`config.mk`:
```
export PLATFORM = sky130hd
export DESIGN_NAME = ahb_apb_bridge
export DESIGN_NICKNAME = d
export VERILOG_FILES = /design/src/rtl/bridge_pkg.sv /design/src/rtl/per_tick_gen.sv /design/src/rtl/page_decode.sv /design/src/rtl/ahb_apb_bridge.sv
export SDC_FILE = /design/constraint.sdc
export NUM_CORES = 1
export LEC_CHECK = 0
export BUFFER_PORTS_ARGS = -buffer_cell sky130_fd_sc_hd__clkbuf_2
export CORE_ASPECT_RATIO = 1.1
export CORE_MARGIN = 2
export CORE_UTILIZATION = 30
export CTS_CLUSTER_DIAMETER = 60
export CTS_CLUSTER_SIZE = 25
export DETAILED_ROUTE_END_ITERATION = 6
export PLACE_DENSITY_LB_ADDON = 0.15
export SYNTH_ARGS = -nofsm -noshare
export SYNTH_HDL_FRONTEND = slang
export SYNTH_SLANG_ARGS = --single-unit
```
`constraint.sdc`:
```
create_clock -name clk -period 2 [get_ports clk]
set_input_delay 0 -clock clk [delete_from_list [all_inputs] [get_ports clk]]
set_output_delay 0 -clock clk [all_outputs]
set_load 0.05 [all_outputs]
```
`src/rtl/bridge_pkg.sv`:
```
package bridge_pkg;

  localparam logic [1:0] TR_IDLE   = 2'b00;
  localparam logic [1:0] TR_BUSY   = 2'b01;
  localparam logic [1:0] TR_NONSEQ = 2'b10;
  localparam logic [1:0] TR_SEQ    = 2'b11;

  typedef enum logic [2:0] {
    ST_READY,   // data phase complete, address phase open
    ST_CAPT,    // first data-phase cycle: latch write data
    ST_WAIT,    // wait for the next peripheral tick
    ST_SETUP,   // peripheral setup phase
    ST_ACCESS,  // peripheral access phase
    ST_ERR1,    // error response, stall cycle
    ST_ERR2     // error response, completion cycle
  } bstate_e;

endpackage

```
`src/rtl/per_tick_gen.sv`:
```
module per_tick_gen #(
  parameter int RATIO = 12
) (
  input  logic clk,
  input  logic rst,
  output logic tick
);
  localparam int CW = (RATIO > 1) ? $clog2(RATIO) : 1;
  localparam logic [CW-1:0] LAST = CW'(RATIO - 1);

  logic [CW-1:0] cnt;

  always_ff @(posedge clk) begin
    if (rst)              cnt <= '0;
    else if (cnt == LAST) cnt <= '0;
    else                  cnt <= cnt + 1'b1;
  end

  assign tick = (cnt == LAST);

  // the enable is a single-cycle pulse
  p_tick_pulse_r3: assert property (@(posedge clk) disable iff (rst)
    tick |=> !tick);

endmodule

```
`src/rtl/page_decode.sv`:
```
module page_decode #(
  parameter int PAGE_W   = 20,
  parameter int N_PERIPH = 4
) (
  input  logic [PAGE_W-1:0]   page,
  output logic [N_PERIPH-1:0] sel,
  output logic                hit
);
  for (genvar k = 0; k < N_PERIPH; k++) begin : g_page
    assign sel[k] = (page == PAGE_W'(k));
  end

  assign hit = |sel;

endmodule

```
`src/rtl/ahb_apb_bridge.sv`:
```
module ahb_apb_bridge
  import bridge_pkg::*;
#(
  parameter int ADDR_W   = 32,
  parameter int DATA_W   = 32,
  parameter int N_PERIPH = 4,
  parameter int PAGE_LSB = 12,
  parameter int RATIO    = 12
) (
  input  logic                clk,
  input  logic                rst,
  input  logic                ahb_sel,
  input  logic [ADDR_W-1:0]   ahb_addr,
  input  logic [1:0]          ahb_trans,
  input  logic                ahb_write,
  input  logic [DATA_W-1:0]   ahb_wdata,
  output logic                ahb_ready,
  output logic                ahb_err,
  output logic [DATA_W-1:0]   ahb_rdata,
  output logic                per_tick,
  output logic [ADDR_W-1:0]   per_addr,
  output logic                per_write,
  output logic [DATA_W-1:0]   per_wdata,
  output logic [N_PERIPH-1:0] per_sel,
  output logic                per_enable,
  input  logic [DATA_W-1:0]   per_rdata
);
  localparam int PAGE_W = ADDR_W - PAGE_LSB;

  bstate_e               state;
  logic [N_PERIPH-1:0]   sel_q;
  logic [N_PERIPH-1:0]   dec_sel;
  logic                  dec_hit;
  logic                  accept;

  per_tick_gen #(.RATIO(RATIO)) u_tick (
    .clk  (clk),
    .rst  (rst),
    .tick (per_tick)
  );

  page_decode #(.PAGE_W(PAGE_W), .N_PERIPH(N_PERIPH)) u_dec (
    .page (ahb_addr[ADDR_W-1:PAGE_LSB]),
    .sel  (dec_sel),
    .hit  (dec_hit)
  );

  assign ahb_ready  = (state == ST_READY) || (state == ST_ERR2);
  assign ahb_err    = (state == ST_ERR1)  || (state == ST_ERR2);
  assign per_enable = (state == ST_ACCESS);
  assign per_sel    = ((state == ST_SETUP) || (state == ST_ACCESS)) ? sel_q : '0;
  assign accept     = ahb_sel && ahb_ready &&
                      ((ahb_trans == TR_NONSEQ) || (ahb_trans == TR_SEQ));

  always_ff @(posedge clk) begin
    if (rst) begin
      state     <= ST_READY;
      sel_q     <= '0;
      per_addr  <= '0;
      per_write <= 1'b0;
      per_wdata <= '0;
      ahb_rdata <= '0;
    end else begin
      unique case (state)
        ST_READY, ST_ERR2: begin
          if (accept) begin
            per_addr  <= ahb_addr;
            per_write <= ahb_write;
            sel_q     <= dec_sel;
            state     <= dec_hit ? ST_CAPT : ST_ERR1;
          end else begin
            state <= ST_READY;
          end
        end
        ST_CAPT: begin
          if (per_write) per_wdata <= ahb_wdata;
          state <= ST_WAIT;
        end
        ST_WAIT:   if (per_tick) state <= ST_SETUP;
        ST_SETUP:  if (per_tick) state <= ST_ACCESS;
        ST_ACCESS: begin
          if (per_tick) begin
            if (!per_write) ahb_rdata <= per_rdata;
            state <= ST_READY;
          end
        end
        ST_ERR1:   state <= ST_ERR2;
        default:   state <= ST_READY;
      endcase
    end
  end

  // access strobe only under a select, and only after a setup cycle
  p_enable_has_sel_r2: assert property (@(posedge clk) disable iff (rst)
    per_enable |-> (|per_sel));
  p_setup_first_r2: assert property (@(posedge clk) disable iff (rst)
    $rose(per_enable) |-> $past(|per_sel));
  // peripheral phases move only on tick edges
  p_phase_on_tick_r3: assert property (@(posedge clk) disable iff (rst)
    !$past(per_tick) |-> ($stable(per_sel) && $stable(per_enable)));
  // shared bus held during access
  p_bus_hold_r4: assert property (@(posedge clk) disable iff (rst)
    (per_enable && $past(per_enable)) |->
      ($stable(per_addr) && $stable(per_wdata) && $stable(per_write)));
  // system side stalled while a peripheral is selected
  p_stall_r6: assert property (@(posedge clk) disable iff (rst)
    (|per_sel) |-> !ahb_ready);
  // at most one select line
  p_sel_onehot_r8: assert property (@(posedge clk) disable iff (rst)
    $onehot0(per_sel));
  // error response selects nothing and has its two-cycle shape
  p_err_nosel_r9: assert property (@(posedge clk) disable iff (rst)
    ahb_err |-> (per_sel == '0));
  p_err_shape_r9: assert property (@(posedge clk) disable iff (rst)
    (ahb_err && !ahb_ready) |=> (ahb_err && ahb_ready));

endmodule

```
==> After elaboration in Yosys (flattened, before gate mapping) <==
Index checks and enable logic that the tools add are counted.
{ "classes": {"n_addsub": 1, "n_bitwise": 1, "reduce_logical": 15, "n_eq_ne": 15, "muxes": 7} }
{ "op_table": {"columns": ["operator", "n"], "rows": [
  ["$eq A20 B2 Y1 const B", 2],
  ["$eq A20 B1 Y1 const B", 1],
  ["$logic_not A20 Y1", 1],
  ["$pmux W3 S6", 1],
  ["$mux W3", 5],
  ["$eq A3 B3 Y1 const B", 3],
  ["$eq A3 B2 Y1 const B", 2],
  ["$ne A2 B2 Y1 const B", 3],
  ["$reduce_and A3 Y1", 2],
  ["$add A4 B1 Y4 const B", 1],
  ["$eq A2 B2 Y1 const B", 2],
  ["$eq A4 B4 Y1 const B", 1],
  ["$logic_or A1 B1 Y1", 4],
  ["$mux W4", 1],
  ["$reduce_and A2 Y1", 2],
  ["$reduce_or A2 Y1", 2],
  ["$reduce_or A4 Y1", 1],
  ["$eq A3 B1 Y1 const B", 1],
  ["$logic_not A3 Y1", 1],
  ["$logic_and A1 B1 Y1", 2],
  ["$not A1 Y1", 1]
]} }
{ "totals": {"in_bits": 102, "output_inout_bits": 105, "register_bits": 108, "elab_cells": 46} }

==> Depth between registers and ports, before layout <==
Gate-level depths: netlist of run 1.
{ "depth": {"word_depth": 6, "mapped_depth": 7, "mapped_depth_nobuf": 5} }

==> Modules after synthesis <==
Synthesis of run 1 repeated with hierarchy kept, for this count alone.
{ "unflattened": {"hier_cells": 506, "area_unflattened_um2": 4770.8} }
{ "modules_own_cells": {"columns": ["module", "instances", "area_each_um2", "cells_each", "seq_area_each_um2"], "rows": [
  ["ahb_apb_bridge", 1, 4483.0, 476, 2082.0],
  ["per_tick_gen", 1, 188.9, 16, 80.1],
  ["page_decode", 1, 98.8, 14, 0.0]
]} }

==> Worst setup path before layout of run 1 <==
Ideal clock, no wire load.
{ "synth_timing": {"path_kind": "register -> register", "from": "register state[2]", "to": "register ahb_rdata[1]", "arrival_ns": 1.581, "path_slack_ns": 0.292, "path_stages_with_launch": 7, "required_time_ns": 1.872, "synth_period_minus_slack_ns": 1.708, "n_path_buf": 2, "setup_time_ns": 0.128, "cell_sequence": "dfxtp_1 -> or3b_1 -> or3_1 -> buf_6 -> buf_12 -> mux2i_1 -> nor2_1"} }
{ "synth_between": {"elab_chain_cells": 2} }
{ "synth_rtl": {"columns": ["item", "line", "rtl"], "rows": [
  ["from (decl)", "ahb_apb_bridge.sv:30", "bstate_e state;"],
  ["from (signal assigned)", "ahb_apb_bridge.sv:70", "state <= dec_hit ? ST_CAPT : ST_ERR1;"],
  ["$eq A3 B3 Y1", "ahb_apb_bridge.sv:64", "unique case (state)"],
  ["$reduce_and A3 Y1 (no line)", null, null],
  ["to (signal assigned)", "ahb_apb_bridge.sv:83", "if (!per_write) ahb_rdata <= per_rdata;"],
  ["to (decl)", "ahb_apb_bridge.sv:19", "output logic [DATA_W-1:0] ahb_rdata,"]
]} }
No other way between the ends.
A chain may end at the register's enable or synchronous reset.

==> Worst setup path in the final report of run 1 <==
{ "layout_timing": {"from": "register state[0]", "to": "register ahb_rdata[26]"} }
Same word-level chain as after synthesis.

==> run_results.csv, run 1 <==
group,metric,value,unit
grt,grt_max_degree,51,
clock_network,clk_pin_slew,0.06,ns
setup_path,cp-end-kind,"flop",
grt,grtUsageTotal,16.6,%
power,vdd_drop_max,382,µV
setup_path,critPathKind,"flop to flop",
yosys,ys_warn_count,0,
sta,hold_viol_final,0,
yosys,ys_ff_latch,108,
yosys,yosys.cell_types.count,35,
sta,rsz0062_at_grt,"false",
grt,antenna_found_initial,0,
power,pwr-share-comb,14.4,%
setup_path,critPathBufInv,1,
setup_path,cp_top_family,"simple AND/OR/NAND/NOR gates",
routing,drt-initial-drc-count,108,
finish,fillers,1230,
clock_network,holdBufCountCts,97,
floorplan,die_w,114,µm
routing,dr.pass1.iters,4,
finish,postLayoutCoreUtil,49.1,%
routing,ant_nets,0,
yosys,synthSimpleGateAreaFrac,21.7,%
yosys,ys.flop_type,"dfxtp_1",
sta,slew_viol_final,0,
clock_network,cts_made_buffers,9,
yosys,syn-instance-count,466,
sta,setup_viol,0,
placed_design,place_congestion,0.738,
power,p_sw_share,24.7,%
yosys,synth_compound_area_share,10.0,%
floorplan,fp-row-count,44,
power,p_leak,0.00310,µW
yosys,synth.top_cells.by_area,"dfxtp_1 54%, nand2_1 13%, mux2i_1 8.5%",
clock_network,cts_tree,"yes",
clock_network,ctsLongestPathBuffers,2,
yosys,synth_mux_area_share,8.46,%
clock_network,clk_latency,0.35,ns
clock_network,cts-root-buf,"clkbuf_16",
grt,gr-total-overflow,0,
sta,fmax,553,MHz
yosys,synthAdderAreaFrac,0.311,%
routing,drt_wl_total,11900,µm
setup_path,required,2.21,ns
setup_path,cp.arrival,2.02,ns
setup_path,critPathLaunchType,"flop",
routing,drt-wirelength-per-cell,12.9,µm
setup_path,crit_slowest_cell,"or3_2",
power,p_clk_share,38.7,%
setup_path,path_max_fanout,32,
grt,grt_pass1_wl,19100,µm
clock_network,cts.sinks,108,
job,drv_cap,0,
placed_design,dp_hpwl,7710,µm
routing,vias_per_cell,4.49,
clock_network,post_cts_resized,0,
sta,clock_skew,0.00660,ns
finish,fin_nets,861,
power,p_int,3580,µW
clock_network,cts_setup_buffers,0,
yosys,synth_top_area_share,53.7,%
yosys,syn-num-nets,569,
setup_path,crit_chain,"or3b_1, or3_2, buf_12, mux2i_1, nor2_1",
power,p_sw,1170,µW
grt,grt_pass1_vias,4034,
finish,drive_gt1_share,31.0,%
hold_path,holdCritPathClass,"input port to flop",
finish,diodes,0,
outcome,status,"finished, final reports clean",
routing,drc,0,
sta,tns,0,ns
yosys,synth_most_common_cell,"nand2_1",
floorplan,dieHeight,125,µm
sta,slew_headroom,64.0,%
floorplan,die-area,0.0144,mm²
yosys,ys_top_cells_by_count,"135 x nand2_1, 108 x dfxtp_1, 66 x a21oi_1, 44 x nor2_1, 34 x mux2i_1",
sta,worstMarginPinSlew,0.540,ns
yosys,netlist_area,0.00402,mm²
yosys,synth_top_family_by_area,"simple AND/OR/NAND/NOR gates",
sta,finalCriticalPeriod,1.81,ns
finish,syn_to_final_growth,60.7,%
power,seqPwrFrac,46.8,%
yosys,syn_area_per_cell,8.63,µm²
sta,post-route-period-util,90.4,%
routing,vias,4147,
yosys,yosysTopAreaCell,"dfxtp_1",
setup_path,cpPeakStageDelay,0.49,ns
yosys,synth_edf_count,0,
clock_network,h-tree-depth,3,
floorplan,start_util,30.6,%
yosys,synth-xor-area-share,0.653,%
floorplan,ios,207,
floorplan,core-area,0.0132,mm²
placed_design,io_buffers,205,
yosys,ys_seq_area_share,53.7,%
yosys,ys_async_sr_fraction,0,%
power,power_density,735,mW/mm²
-- final cells by class --
| cell class | instances | area [µm²] | share of cell area (%) |
|---|---|---|---|
| flip-flops and latches | 108 | 2160 | 33.4 |
| repair buffers | 314 | 2110 | 32.7 |
| multi-input cells | 320 | 1660 | 25.7 |
| clock buffers | 10 | 229 | 3.54 |
| well taps | 161 | 201 | 3.12 |
| clock inverters | 5 | 77.6 | 1.20 |
| inverters | 5 | 18.8 | 0.290 |
-- power by group through the flow --
stage          registers [µW]  logic (µW)  clock network [µW]
4_1_cts                  2230         689                1920
6_report                 2230         687                1840
5_1_grt                  2230         741                2000
3_3_place_gp             2270         531                   0
2_1_floorplan            2420         184                   0
3_5_place_dp             2280         538                   0
-- final timing paths --
| kind | start | end | slack (ns) | cells past startpoint |
|---|---|---|---|---|
| max | state[0] | ahb_rdata[26] | 0.19 | 5 |
| min reg2reg | per_wdata[25] | per_wdata[25] | 0.45 | 2 |
| min | ahb_sel | state[0] | 0.12 | 4 |
| max reg2reg | state[0] | ahb_rdata[26] | 0.19 | 5 |
-- per-stage QoR --
step | area [µm²] | hold WS, ns | cells | power (µW) | worst slack, ns
floorplan | 4020 | 0.135 | 466 | 2600 | 0.292
global placement | 5190 | 0.223 | 811 | 2810 | 0.233
detailed placement | 5190 | 0.228 | 811 | 2810 | 0.182
CTS | 6470 | 0.109 | 923 | 4840 | 0.179
global route | 6470 | 0.147 | 923 | 4980 | 0.0671
finish | 6470 | 0.120 | 923 | 4750 | 0.191
-- cell families after synthesis --
kind of cell             after synthesis
AND/OR/NAND/NOR                      207
flip-flops                           108
AO/OA/AOI/OAI                         75
buffers and inverters                 38
multiplexers                          34
XOR/XNOR                               3
adder cells (fa/ha/maj)                1
-- state kept, by name (all words and copies together) (netlist names) --
register and count:
ahb_rdata 32, per_addr 32, per_wdata 32, per_write 1, sel_q 4, state 3
u_tick.cnt 4
-- per-layer routing --
layer  global-route usage (%)  part of all wire (%)  up-vias
met5                        0                     0        -
met2                     30.4                    50      140
met3                     3.59                   5.8       19
met4                     7.03                   2.1        0
met1                     18.3                    42     1876
li1                         -                     -     2112
-- worst register-to-register path: cells and delay by family, from the launching register on --
family,cells,cell delay [ns]
DFF,1,0.31
buffers and inverters,1,0.20
muxes,1,0.20
and+or+nand+nor,3,0.96
-- cells in the final DEF, fill, tap and decap left out, drive strengths merged, types with 2 or more instances in the layout --
master / instances
a21oi: 66
a31o: 4
and2: 4
buf: 13
bufinv: 2
clkbuf: 214
clkinv: 2
dfxtp: 108
dlygate4sd3: 97
inv: 5
mux2i: 34
nand2: 135
nand3b: 2
nor2: 44
nor3: 2
nor3b: 6
nor4: 4
or3: 2
xnor2: 2
Note: power is estimated with default switching activity, not from simulation.
==> run 2, diff against run 1 <==
Settings changed: ABC_AREA from default to 1.
==> run 2 against run 1 <==
Effect of this change: worst hold slack better by 0.18 ns; count of clock-buffer cells in the layout unchanged; critical path type is now flop to primary output; clock skew fell by 0.0016 ns; largest power group unchanged; sequential share of layout area about the same; first-iteration DRC count increased by 59%; design area hardly changed.
==> run_results.csv, run 2 <==
group,metric,value,unit
grt,grt_pass1_wl,19800,µm
floorplan,start_util,30.7,%
finish,seqCellArea,0.00216,mm²
floorplan,ios,207,
finish,multi_input_area,0.00162,mm²
sta,worstMarginPinSlew,0.602,ns
floorplan,die-area,0.0145,mm²
sta,rsz0062_at_grt,"false",
clock_network,cts.sinks,108,
clock_network,h-tree-depth,3,
finish,layout_common_cells,"217 x nor2_1, 205 x clkbuf_2, 108 x dfxtp_1",
finish,fin_nets,921,
clock_network,cts_tree,"yes",
sta,clock_skew,0.00500,ns
yosys,ys_async_sr_fraction,0,%
placed_design,dp_slack,0.170,ns
yosys,ys_warn_count,0,
yosys,syn-num-nets,631,
setup_path,crit_slowest_cell,"dfxtp_1",
routing,drt-wirelength-per-cell,12.3,µm
routing,vias_per_cell,4.47,
yosys,ys_top_cells_by_count,"217 x nor2_1, 108 x dfxtp_1, 83 x o21ai_0, 18 x o21ai_1, 17 x nand2_1",
yosys,netlist_area,0.00406,mm²
sta,fmax,573,MHz
yosys,synth_most_common_cell,"nor2_1",
placed_design,place_congestion,0.766,
setup_path,crit_top_cell,"nor2_1",
placed_design,io_buffers,205,
yosys,yosys.cell_types.count,29,
yosys,synth_edf_count,0,
finish,fillers,1272,
sta,tns,0,ns
setup_path,critical_path.startpoint,"state[0]",
finish,diodes,0,
setup_path,cp-end-kind,"primary output",
clock_network,ctsLongestPathBuffers,2,
sta,hold_slack,0.304,ns
finish,syn_to_final_growth,59.2,%
clock_network,cts_made_buffers,9,
job,drv_cap,0,
routing,drc,0,
routing,ant_nets,0,
setup_path,cp.arrival,1.75,ns
yosys,ys.flop_type,"dfxtp_1",
routing,drt-initial-drc-count,172,
setup_path,critPathLaunchType,"flop",
power,vdd_drop_max,567,µV
yosys,syn_area_per_cell,7.69,µm²
sta,slew_headroom,59.8,%
yosys,synth_top_area_share,53.3,%
grt,grt_max_degree,45,
floorplan,dieHeight,126,µm
yosys,syn-instance-count,528,
hold_path,holdCritPathClass,"input port to flop",
grt,grtUsageTotal,17.0,%
outcome,status,"finished, final reports clean",
routing,vias,4398,
setup_path,r2r-start,"state[0]",
clock_network,clk_latency,0.35,ns
yosys,ys_seq_area_share,53.3,%
power,total_power,6520,µW
sta,slew_viol_final,0,
power,power_density,1010,mW/mm²
setup_path,critPathKind,"flop to primary output",
sta,fin_ws,0.254,ns
finish,drive_gt1_share,29.3,%
grt,grt_pass1_vias,4352,
sta,post-route-period-util,87.3,%
yosys,yosysTopAreaCell,"dfxtp_1",
grt,gr-total-overflow,0,
floorplan,core-area,0.0132,mm²
setup_path,cpPeakStageDelay,0.40,ns
finish,largestRegisters,"ahb_rdata (32), per_addr (32), per_wdata (32)",
power,p_leak,0.00312,µW
clock_network,clk_pin_slew,0.07,ns
setup_path,required,2.00,ns
floorplan,die_w,115,µm
yosys,ys_ff_latch,108,
sta,setup_viol,0,
sta,finalCriticalPeriod,1.75,ns
yosys,synth.top_cells.by_area,"dfxtp_1 53%, nor2_1 20%, o21ai_0 10%",
routing,drt_wl_total,12100,µm
floorplan,fp-row-count,44,
finish,final_common_cell,"nor2_1",
grt,antenna_found_initial,0,
placed_design,dp_hpwl,7850,µm
sta,hold_viol_final,0,
hold_path,worstHoldStart,"ahb_sel",
routing,dr.pass1.iters,4,
clock_network,cts-root-buf,"clkbuf_16",
setup_path,path_max_fanout,4,
finish,postLayoutCoreUtil,48.9,%
setup_path,crit_chain,"inv_1, nor3_1, nor2_1, nor2_1, clkbuf_2",
-- run 2: cell types whose count changed in the layout (fill, tap and decap cells not counted), moves of 18 or more --
| cell | before | now |
|---|---|---|
| o21ai_0 | 0 | 83 |
| a21oi_1 | 66 | 6 |
| o21ai_1 | 0 | 18 |
| mux2i_1 | 34 | 0 |
| nand2_1 | 135 | 17 |
| nor2_1 | 44 | 217 |
-- run 2: cell families after synthesis --
logic type,Yosys count,synth area share (%)
flops,108,53.3
compound gates,110,13.8
xor+xnor,1,0.216
simple gates,258,25.6
fa+ha+maj,1,0.308
buf+inv,50,6.78
-- run 2: power breakdown --
group,leakage (µW),switching [µW],internal [µW]
clock network,0.000149,790,1100
registers,0.000877,158,2400
logic,0.00209,1490,587
total,0.00312,2440,4080
-- run 2: worst max-delay path, delay by kind of cell, from the launching register on --
family        cells  cell delay [ns]
simple gates      3             0.58
flops             1             0.40
buf+inv           2             0.42
-- run 2: cell type report --
type                            count  area share (%)
Clock buffer                       10            3.54
Timing Repair Buffer              309            32.1
Inverter                           20            1.28
Clock inverter                      6            1.37
Tap cell                          161            3.12
Sequential cell                   108            33.4
Multi-Input combinational cell    370            25.1
-- run 2: metrics by stage --
step	cells	instance area (µm²)
CTS	983	6450
finish	984	6460
floorplan	528	4060
detailed placement	869	5150
global placement	869	5150
global route	984	6460
-- run 2: final timing paths --
check                                      to  slack, ns  depth (start not counted)
worst max-delay path               per_sel[0]       0.25                          5
worst min register to register  u_tick.cnt[0]       0.46                          1
worst max register to register  per_wdata[19]       0.30                          6
worst min-delay path             per_addr[12]       0.30                          5
-- run 2: layer usage --
metal  track usage [%]  share of wire, %  vias up  wire length (µm)
met2              30.0                50      139              6050
li1                  -                 -     2267                 -
met4              9.14               3.5        0               425
met1              18.7                41     1967              5000
met5                 0                 0        -                 0
met3              3.66               5.5       25               663
-- run 2: timing repair --
action	in CTS	in global routing
buffers inserted	0	1
gates resized for setup	0	4
endpoints found under the setup margin	0	55
hold endpoints to repair	99	0
hold buffers	98	0
==> run 3, diff against run 2 <==
Settings changed: CORE_ASPECT_RATIO 1.1 to default, PLACE_DENSITY from default to 0.63, PLACE_DENSITY_LB_ADDON 0.15 to default, SLEW_MARGIN from default to 20.
==> run 3 against run 2 <==
Effect of this change: clock power decreased by 4%; global-route usage decreased by 0.27 points; core utilization decreased by 0.21 points; sequential cell count unchanged; sequential power about the same.
==> run_results.csv, run 3 (same netlist as run 2, synthesis figures left out) <==
group,metric,value,unit
sta,slew_headroom,60.9,%
grt,grt_pass1_vias,4268,
finish,fillers,1286,
setup_path,crit_top_cell,"nor2_1",
grt,antenna_found_initial,0,
clock_network,ctsLongestPathBuffers,2,
clock_network,cts_tree,"yes",
floorplan,start_util,30.7,%
clock_network,cts-root-buf,"clkbuf_16",
job,drv_cap,0,
placed_design,dp_hpwl,7610,µm
power,p_leak,0.00311,µW
finish,layout_common_cells,"217 x nor2_1, 205 x clkbuf_2, 108 x dfxtp_1",
floorplan,core-area,0.0132,mm²
setup_path,critical_path.startpoint,"state[1]",
hold_path,holdCritPathClass,"input port to flop",
placed_design,place_congestion,0.808,
clock_network,clk_pin_slew,0.07,ns
placed_design,io_buffers,205,
routing,vias_per_cell,4.42,
clock_network,cts_setup_buffers,0,
grt,use_met3,3.82,%
floorplan,fp-row-count,42,
sta,clock_skew,0.0100,ns
setup_path,worstRegToRegCells,8,
sta,setup_viol,0,
floorplan,ios,207,
sta,tns,0,ns
sta,worstMarginPinSlew,0.586,ns
grt,grtUsageTotal,16.7,%
setup_path,path_max_fanout,7,
hold_path,worstHoldStart,"ahb_sel",
finish,largestRegisters,"ahb_rdata (32), per_addr (32), per_wdata (32)",
setup_path,crit_chain,"inv_1, nor3_1, nor2_1, nor2_1, clkbuf_2",
grt,gr-total-overflow,0,
grt,grt_pass1_wl,19600,µm
finish,syn_to_final_growth,58.9,%
grt,busiest_layer,"met2",
sta,rsz0062_at_grt,"false",
finish,multi_input_area,0.00162,mm²
grt,grt_max_degree,36,
finish,fin_nets,923,
sta,finalCriticalPeriod,1.73,ns
hold_path,min_to,"sel_q[1]",
power,power_density,996,mW/mm²
setup_path,cpPeakStageDelay,0.51,ns
routing,ant_nets,0,
sta,post-route-period-util,86.3,%
routing,vias,4423,
outcome,status,"finished, final reports clean",
finish,diodes,0,
grt,grt_use_met1,19.0,%
grt,grt_util_met2,29.7,%
floorplan,dieHeight,120,µm
power,vdd_drop_max,489,µV
finish,postLayoutCoreUtil,48.7,%
floorplan,die-area,0.0145,mm²
finish,seqCellArea,0.00216,mm²
floorplan,die_w,120,µm
finish,final_common_cell,"nor2_1",
hold_path,holdPathStages,5,
setup_path,critPathKind,"flop to primary output",
routing,drt-wirelength-per-cell,12.1,µm
routing,dr.pass1.iters,4,
clock_network,cts.sinks,108,
setup_path,r2r-start,"u_tick.cnt[0]",
setup_path,critPathLaunchType,"flop",
setup_path,reg2reg_to,"ahb_rdata[31]",
routing,drt_wl_total,12100,µm
clock_network,clk_latency,0.35,ns
sta,hold_viol_final,0,
setup_path,regToRegSetupSlack,0.38,ns
finish,drive_gt1_share,29.5,%
routing,drt-initial-drc-count,184,
setup_path,cp-end-kind,"primary output",
setup_path,cp.arrival,1.73,ns
sta,slew_viol_final,0,
sta,fmax,579,MHz
routing,drc,0,
clock_network,h-tree-depth,3,
setup_path,required,2.00,ns
setup_path,crit_slowest_cell,"dfxtp_1",
clock_network,cts_made_buffers,9,
-- run 3: changes by cell type in the layout (fill, tap and decap cells not counted) --
cell / previous run / this run
clkinvlp_4: 2 / 3
inv_2: 2 / 4
buf_4: 4 / 8
clkinv_2: 1 / 0
buf_12: 2 / 0
inv_8: 0 / 1
inv_4: 3 / 1
inv_6: 0 / 1
clkinv_4: 1 / 0
bufinv_16: 2 / 1
-- run 3: report_power, final --
group	switching [µW]	total [µW]	leakage (µW)	internal, µW
combinational	1480	2060	0.00209	578
clock	821	1810	0.000137	985
sequential	158	2560	0.000877	2400
-- run 3: routing by layer --
layer / share of wire, % / vias up
met5: 0 / -
met4: 2.3 / 0
met3: 6.5 / 19
met2: 50 / 160
met1: 42 / 1975
li1: - / 2269
-- run 3: what timing repair did --
action / 4_1_cts / 5_1_grt
resized for setup: 0 / 0
setup endpoints to repair: 0 / 0
hold buffers: 98 / 0
endpoints found under the hold margin: 99 / 0
-- run 3: worst max path at each step --
stage                                to  cells after the start
after floorplan              per_sel[0]                      4
after global routing         per_sel[1]                      5
after CTS                    per_sel[1]                      5
after global placement    ahb_rdata[29]                      8
after detailed placement  ahb_rdata[10]                      8
final                        per_sel[1]                      5
-- run 3: layout make-up --
type	instances	share of cell area, %
Inverter	20	1.20
Sequential cell	108	33.5
Timing Repair Buffer	311	32.0
Multi-Input combinational cell	370	25.2
Tap cell	176	3.41
Clock inverter	6	1.12
Clock buffer	10	3.55
-- run 3: critical path: cells and delay by family (launching register included) --
kind	cells	cell delay, ns
and+or+nand+nor	3	0.52
buffers and inverters	2	0.36
DFF	1	0.51
-- run 3: stage by stage --
stage	cells	cell area, µm²	power [µW]	hold WS (ns)	setup slack (ns)
after floorplan	528	4060	4090	0.0694	0.211
after global placement	887	5170	4510	0.195	0.416
after detailed placement	887	5170	4520	0.201	0.414
after CTS	1001	6450	6500	0.318	0.239
after global routing	1001	6450	6770	0.354	0.108
final	1001	6450	6420	0.334	0.274
